File: src/rtl/pow2_clkdiv_pkg.sv
`timescale 1ns/1ps
package pow2_clkdiv_pkg;
  localparam int EXP_W = 4;
  localparam int MASK_W = 16;
  typedef logic [EXP_W-1:0] exp_t;

  // Clamp a raw exponent code to the ceiling.
  function automatic exp_t sat_exp(input exp_t raw, input exp_t top);
    return (raw > top) ? top : raw;
  endfunction

  // Terminal count for a period of 2^e cycles.
  function automatic logic [MASK_W-1:0] period_mask(input exp_t e);
    return (MASK_W'(1) << e) - MASK_W'(1);
  endfunction
endpackage

File: src/rtl/stage_accum.sv
`timescale 1ns/1ps
module stage_accum
  import pow2_clkdiv_pkg::*;
#(
  parameter int SW      = 8,
  parameter int MAX_EXP = 9,
  parameter int RST_EXP = 0
) (
  input  logic          clk,
  input  logic          rst,
  input  logic          add_req,
  input  logic          sub_req,
  input  logic [SW-1:0] amt,
  output logic [SW-1:0] stage_q,
  output exp_t          exp_q,
  output exp_t          eff_exp,
  output logic          carry_evt,
  output logic          borrow_evt
);
  localparam exp_t TOP = exp_t'(MAX_EXP);

  logic [SW:0]   sum_w, diff_w;
  logic          add_only, sub_only, at_top, at_floor;
  logic          clamp_hi, clamp_lo;
  logic [SW-1:0] stage_d;
  exp_t          exp_d;

  assign eff_exp  = sat_exp(exp_q, TOP);
  assign add_only = add_req & ~sub_req;
  assign sub_only = sub_req & ~add_req;
  assign sum_w    = {1'b0, stage_q} + {1'b0, amt};
  assign diff_w   = {1'b0, stage_q} - {1'b0, amt};
  assign at_top   = (eff_exp == TOP);
  assign at_floor = (eff_exp == '0);

  assign carry_evt  = add_only & sum_w[SW]  & ~at_top;
  assign borrow_evt = sub_only & diff_w[SW] & ~at_floor;
  assign clamp_hi   = add_only & sum_w[SW]  &  at_top;
  assign clamp_lo   = sub_only & diff_w[SW] &  at_floor;

  always_comb begin
    stage_d = stage_q;
    exp_d   = exp_q;
    if (add_only) begin
      stage_d = clamp_hi ? {SW{1'b1}} : sum_w[SW-1:0];
      if (carry_evt) exp_d = eff_exp + exp_t'(1);
    end else if (sub_only) begin
      stage_d = clamp_lo ? '0 : diff_w[SW-1:0];
      if (borrow_evt) exp_d = eff_exp - exp_t'(1);
    end
  end

  always_ff @(posedge clk) begin
    if (rst) begin
      stage_q <= '0;
      exp_q   <= exp_t'(RST_EXP);
    end else begin
      stage_q <= stage_d;
      exp_q   <= exp_d;
    end
  end
endmodule

File: src/rtl/pulse_divider.sv
`timescale 1ns/1ps
module pulse_divider
  import pow2_clkdiv_pkg::*;
#(
  parameter int MAX_EXP = 9,
  parameter int RST_EXP = 0
) (
  input  logic clk,
  input  logic rst,
  input  exp_t eff_in,
  output exp_t act_exp,
  output logic tick
);
  localparam int   CW  = (MAX_EXP < 1) ? 1 : MAX_EXP;
  localparam exp_t TOP = exp_t'(MAX_EXP);

  logic [CW-1:0]     cnt;
  logic [MASK_W-1:0] mask_w;

  assign mask_w = period_mask(act_exp);
  assign tick   = (cnt == mask_w[CW-1:0]);

  always_ff @(posedge clk) begin
    if (rst) begin
      cnt     <= '0;
      act_exp <= sat_exp(exp_t'(RST_EXP), TOP);
    end else if (tick) begin
      cnt     <= '0;
      act_exp <= eff_in;
    end else begin
      cnt <= cnt + CW'(1);
    end
  end
endmodule

File: src/rtl/pow2_clkdiv.sv
`timescale 1ns/1ps
module pow2_clkdiv #(
  parameter int SW      = 8,
  parameter int MAX_EXP = 9,
  parameter int RST_EXP = 0
) (
  input  logic          clk,
  input  logic          rst,
  input  logic          add_req,
  input  logic          sub_req,
  input  logic [SW-1:0] amt,
  output logic          div_en,
  output logic [3:0]    exp_q,
  output logic [SW-1:0] stage_q
);
  import pow2_clkdiv_pkg::*;

  exp_t eff_exp, act_exp, exp_r;
  logic carry_evt, borrow_evt;

  stage_accum #(.SW(SW), .MAX_EXP(MAX_EXP), .RST_EXP(RST_EXP)) u_acc (
    .clk(clk), .rst(rst), .add_req(add_req), .sub_req(sub_req), .amt(amt),
    .stage_q(stage_q), .exp_q(exp_r), .eff_exp(eff_exp),
    .carry_evt(carry_evt), .borrow_evt(borrow_evt)
  );

  pulse_divider #(.MAX_EXP(MAX_EXP), .RST_EXP(RST_EXP)) u_div (
    .clk(clk), .rst(rst), .eff_in(eff_exp), .act_exp(act_exp), .tick(div_en)
  );

  assign exp_q = exp_r;
endmodule

File: config.mk
export PLATFORM = sky130hd
export DESIGN_NAME = pow2_clkdiv
export DESIGN_NICKNAME = d
export VERILOG_FILES = /design/src/rtl/pow2_clkdiv_pkg.sv /design/src/rtl/stage_accum.sv /design/src/rtl/pulse_divider.sv /design/src/rtl/pow2_clkdiv.sv
export SDC_FILE = /design/constraint.sdc
export NUM_CORES = 1
export LEC_CHECK = 0
export ABC_AREA = 1
export BUFFER_PORTS_ARGS = -buffer_cell sky130_fd_sc_hd__buf_2
export CAP_MARGIN = 15
export CORE_MARGIN = 5
export CORE_UTILIZATION = 45
export DETAILED_ROUTE_END_ITERATION = 12
export PLACE_DENSITY_LB_ADDON = 0.2
export SYNTH_ARGS = -nofsm -noshare
export SYNTH_HDL_FRONTEND = slang
export SYNTH_SLANG_ARGS = --single-unit
File: constraint.sdc
create_clock -name clk -period 2.7 [get_ports clk]
set_clock_uncertainty 0.15 [all_clocks]
set_input_delay 0 -clock clk [delete_from_list [all_inputs] [get_ports clk]]
set_output_delay 0 -clock clk [all_outputs]
set_load 0.02 [all_outputs]
After elaboration in Yosys (flattened, before gate mapping)
Index checks and enable logic that the tools add are counted.
Word-level totals
  flip-flop bits (word level): 25
  input bits: 12
  output and inout port bits: 13
  word-level logic and storage cells: 41
Cells by class
  add/sub/neg operators: 6
  magnitude comparators: 1
  eq/ne operators: 3
  shift operators: 1
  muxes and demuxes: 9
  bitwise logic cells: 12
  reduce and logical (&&, ||, !) cells: 5
Operators by type and width (count)
  8-bit 2-to-1 mux: 4
  4-bit 2-to-1 mux: 5
  8-bit by 8-bit adder with 9-bit output: 1
  9-bit by 1-bit adder with 9-bit output, second input constant: 1
  9-bit equality test: 1
  1-bit by 4-bit left shift with 9-bit output, first input constant: 1
  8-bit by 8-bit subtractor with 9-bit output: 1
  9-bit by 2-bit subtractor with 9-bit output, second input constant: 1
  1-bit AND: 8
  4-bit by 1-bit adder with 4-bit output, second input constant: 1
  4-bit equality test, second input constant: 1
  4-bit greater-than comparator, second input constant: 1
  4-bit logical NOT: 1
  1-bit inverter: 4
  2-bit nonzero test: 2
  4-bit by 1-bit subtractor with 4-bit output, second input constant: 1
  3-bit AND reduction: 1
  2-bit != test, second input constant: 1
  2-bit OR reduction: 1

Longest topological paths before layout
  depth after elaboration: 8
  depth in mapped cells: 14

Cells and area by module
A second synthesis with hierarchy kept.
Second synthesis, totals
  cell total of the unflattened synthesis: 422
  area, all modules: 2641.3 µm²
By module, submodules not included
  stage_accum: times used 1, cells each 250, area each 1662.8 µm²
  pulse_divider: times used 1, cells each 172, area each 978.4 µm²

Worst setup path before layout
Ideal clock, no wire load.
  kind: register to register
  from: register u_acc.stage_q[0]
  to: register u_acc.exp_q[3]
  arrival: 1825 ps
  required time: 2434 ps
  slack: 609 ps
  cell stages (with the launch flop): 14
  clock period less this slack: 2091 ps
  cell sequence: dfxtp_1 -> ha_1 -> inv_1 -> fa_1 -> inv_1 -> nand3_1 -> nand2_1 -> nand2_1 -> nand2_1 -> nand3_1 -> nand2_1 -> nand2_1 -> nand2_1 -> a21oi_1
Between the ends
  cells in the longest elaborated chain, start to end: 5
  elaborated cells on any way between the ends: 9
Ends and longest elaborated chain
  start, declared: RTL line stage_accum.sv:14  | output logic [SW-1:0] stage_q,
  start signal, assigned: RTL line stage_accum.sv:58  | stage_q <= stage_d;
  8-bit by 8-bit adder with 9-bit output or 8-bit by 8-bit subtractor with 9-bit output (tied branches): RTL line stage_accum.sv:31, stage_accum.sv:32
  1-bit AND (on tied branches) (2 in a row): RTL line stage_accum.sv:36, stage_accum.sv:37
  2-bit != test (no line) or 2-bit nonzero test (tied branches)
  3-bit AND reduction (no line) *
  end signal, assigned: RTL line stage_accum.sv:56  | exp_q <= exp_t'(RST_EXP);
  end signal, assigned: RTL line stage_accum.sv:59  | exp_q <= exp_d;
  end, declared: RTL line stage_accum.sv:15  | output exp_t exp_q,
Every way passes the cells marked *; elsewhere a longest branch is shown, timed or not.
A chain may end at the register's enable or synchronous reset.

Worst setup path in the final report
  from: register u_div.act_exp[0]
  to: output port div_en
Between the ends
  cells in the longest elaborated chain, start to end: 3
Ends and longest elaborated chain
  start, declared: RTL line pulse_divider.sv:11  | output exp_t act_exp,
  start signal, assigned: RTL line pulse_divider.sv:26  | act_exp <= sat_exp(exp_t'(RST_EXP), TOP);
  start signal, assigned: RTL line pulse_divider.sv:29  | act_exp <= eff_in;
  1-bit by 4-bit left shift with 9-bit output: RTL line pow2_clkdiv_pkg.sv:14  | return (MASK_W'(1) << e) - MASK_W'(1);
  9-bit by 2-bit subtractor with 9-bit output: RTL line pow2_clkdiv_pkg.sv:14
  9-bit equality test: RTL line pulse_divider.sv:21  | assign tick = (cnt == mask_w[CW-1:0]);
  end, declared: RTL line pow2_clkdiv.sv:12  | output logic div_en,
No other way between the ends.

==> metrics <==
initial antenna violation count 0; register-to-register setup slack a little over 0.4 ns; die area 0.00710 mm^2; Tmin final 2.45 ns; clk_lat worst skew roughly 0.27 ns; number of diodes 0; endpoint class of the critical path primary output; grt ovf 0; Area after DPL between 0.002 and 0.003 mm^2; main combinational cell family by area after synthesis simple AND/OR/NAND/NOR gates; Total Wirelength 5.98 mm; Worst Hold Depth 6; synth unique cells 30; Max VDD drop 0.368 mV; compound-cell area share of the yosys netlist 10.3%; Syn Std Cell Area roughly 0.0025 mm^2; top post-synthesis cells by area dfxtp_1, nand2_1, ha_1; switching power ~870 uW; initial DRC count 146; slowest CP cell dfxtp_1; Pwr Density approximately 640 mW/mm^2; IO Pins 25; CTS max path bufs 2; die span in x 84.3 um; post-layout util between 50% and 60%; Least-Margin Pin Slew between 0.7 and 0.8 ns; overall die height between 80 and 90 um; I/O Buffers 24; reg2reg path depth 9; Critical Path RT 2.55 ns; Core Rows 27; Worst EP arrival 2.30 ns; area grow syn2layout 11.8%; CTS Root Cell clkbuf_8; drt pass-1 iters 5; fin area ~0.0028 mm^2; CP startpoint kind flip-flop; post-synthesis adder-cell area fraction between 10 and 15%; Synthesis Warnings 0; global router's overall resource usage 17.1%; register bit total from synthesis 25; DRC viols 0; sequential power share a little over a quarter; Final setup viols 0; Inst Count DP around 490; critical-path cell list nor2_2 > nand2_2 > ha_2 > inv_1 > nand2_1 > nand2_1 > nor2_1 > nand2_1 > nor2_1 > nand2_1 > nor2_4 > nand2_4 > inv_1 > buf_2; Sw Ratio approximately 49%; worst r2r dst u_acc.stage_q[5]$_SDFFE_PP0P_; clock sink total 25; most common cell after layout, fill and taps aside nand2_1; dpl hpwl 4.75 mm; worst hold endpoint u_acc.stage_q[4]$_SDFFE_PP0P_; final antenna-violating net count 0; largest net degree at the start of global routing 16; vias per inst approximately 5; CTS buffer count 3; ys async rst share 0%; post-synth net total around 440; cell taking the most area after synthesis dfxtp_1; Initial Util between 40% and 50%; Internal around 900 uW; Mapped Avg Cell Area 6.18 um^2; Peak Freq ~400 MHz; Worst Path Max Fanout 6; Lkg Pwr 0.00146 uW; Post-synth EDFFs 0; Final Slew Violations 0; CTS tree yes; Crit path top cell by count nand2_1; clk slew on worst S/H paths about 0.09 ns; period utilization between 90% and 100%; nets@finish between 400 and 500; crit path kind flip-flop to primary output; core box area 0.00544 mm^2; r2r startpoint u_acc.stage_q[2]$_SDFFE_PP0P_; worst min-delay path class input pin to flip-flop; fin cells about 500; Most used DFF post-synth dfxtp_1; XOR/XNOR share of the synthesized area under 10%; Max-slew headroom between 40% and 50%; Max Cap Viol 0; Worst Hold Launch sub_req; Worst path max stage delay roughly 0.37 ns; Vias roughly 2,600; outcome complete, no violations; WL/cell between 10 and 15 um; vias in the first global route between 2,000 and 2,500; Final GP Congestion between 0.8 and 0.9; final hold violations 0; share of layout cells above drive strength 1 between 10% and 20%; Comb pwr share ~59%; mux share of post-synthesis cell area 0%; sequential share of the synthesized area 20.2%; Syn Inst Count between 400 and 500; first-pass GRT wire length between 10 and 15 mm; share of the synthesized area in the top cell type between 20 and 25%; Top delay family on crit path simple AND/OR/NAND/NOR gates; CTS H-tree depth 1; most frequent cells in the layout nand2_1, inv_1, nor2_1, nand3_1; Clk network pwr share 13.3%; Crit path buffers/inverters 3; Synth Area in Simple Gates between 40% and 50%
==> sequential cells by signal (all words and copies together), names as in the netlist <==
signal	count
u_acc.exp_q	4
u_acc.stage_q	8
u_div.cnt	9
u_div.act_exp	4
==> layer usage <==
layer  track usage, %  part of all wire [%]  wire length (um)  vias up
li1                 -                     -                 -     1327
met1             26.8                    52              3120     1142
met2             25.3                    41              2480       83
met3             2.65                   6.0               358        2
met4             1.75                  0.32                19        0
met5                0                     0                 0        -
==> power groups by stage <==
stage                     clock, uW  sequential, uW  combinational, uW
final                           235             485               1060
after global routing            258             492               1210
after CTS                       243             482               1040
after detailed placement          0             490               1030
after global placement            0             488               1020
after floorplan                   0             496                808
==> kinds of logic (layout without fill, tap and decap cells) <==
logic type               after synthesis  in the layout
flip-flops                            25             25
adder cells (fa/ha/maj)               25             25
AND/OR/NAND/NOR                      218            218
AO/OA/AOI/OAI                         48             48
XOR/XNOR                              13             13
buffers and inverters                 73            101
==> Yosys cell counts (4+ instances only) <==
library cell / number
dfxtp_1: 25
inv_2: 4
nand4_1: 9
nor2_1: 42
buf_2: 4
inv_1: 60
xor2_1: 10
nand2_2: 5
nand2_1: 101
a21oi_1: 24
nand3_1: 37
nor3_1: 5
nor2_2: 10
ha_1: 22
o21ai_0: 17
==> worst max-delay path by stage <==
| stage | startpoint | endpoint | slack [ns] | depth (start not counted) |
|---|---|---|---|---|
| 4_1_cts | u_div.act_exp[1]$_SDFFE_PP0N_ | div_en | 0.08 | 14 |
| 2_1_floorplan | u_acc.stage_q[0]$_SDFFE_PP0P_ | u_acc.exp_q[3]$_SDFFE_PP0P_ | 0.61 | 13 |
| 5_1_grt | u_div.act_exp[2]$_SDFFE_PP0N_ | div_en | -0.03 | 14 |
| 3_3_place_gp | u_div.act_exp[1]$_SDFFE_PP0N_ | u_div.cnt[0]$_SDFF_PP0_ | 0.41 | 14 |
| 6_report | u_div.act_exp[0]$_SDFFE_PP0N_ | div_en | 0.25 | 14 |
| 3_5_place_dp | u_div.act_exp[1]$_SDFFE_PP0N_ | u_div.cnt[0]$_SDFF_PP0_ | 0.36 | 14 |
==> worst min-delay path, stage by stage <==
cell and delay [ns]:
buf_2 0.10, ha_1 0.12, inv_1 0.05, nand2_1 0.14
nor2_1 0.07, nor2_1 0.07
==> area by class of cell <==
class	count	area [um^2]
clock buffer	3	41.3
tap	72	90.1
clock inverter	1	7.51
timing repair buffer	32	185
multi-input combinational	304	1710
inverter	65	244
sequential	25	503
fill	569	2660
==> per-stage QoR <==
stage	worst slack [ns]	TNS [ns]	hold WS, ns	total power [uW]
after floorplan	0.609	0	-0.0809	1300
after global placement	0.407	0	0.0601	1510
after detailed placement	0.357	0	0.0618	1510
after CTS	0.0780	0	0.157	1760
after global routing	-0.0266	-0.0266	0.185	1960
final	0.245	0	0.154	1780
==> repair_timing <==
item	CTS	global route
buffers inserted	0	3
endpoints found under the setup margin	0	1
hold buffers	2	0
gates resized for setup	0	3
endpoints found under the hold margin	4	0
(Power assumes the default switching activity.)
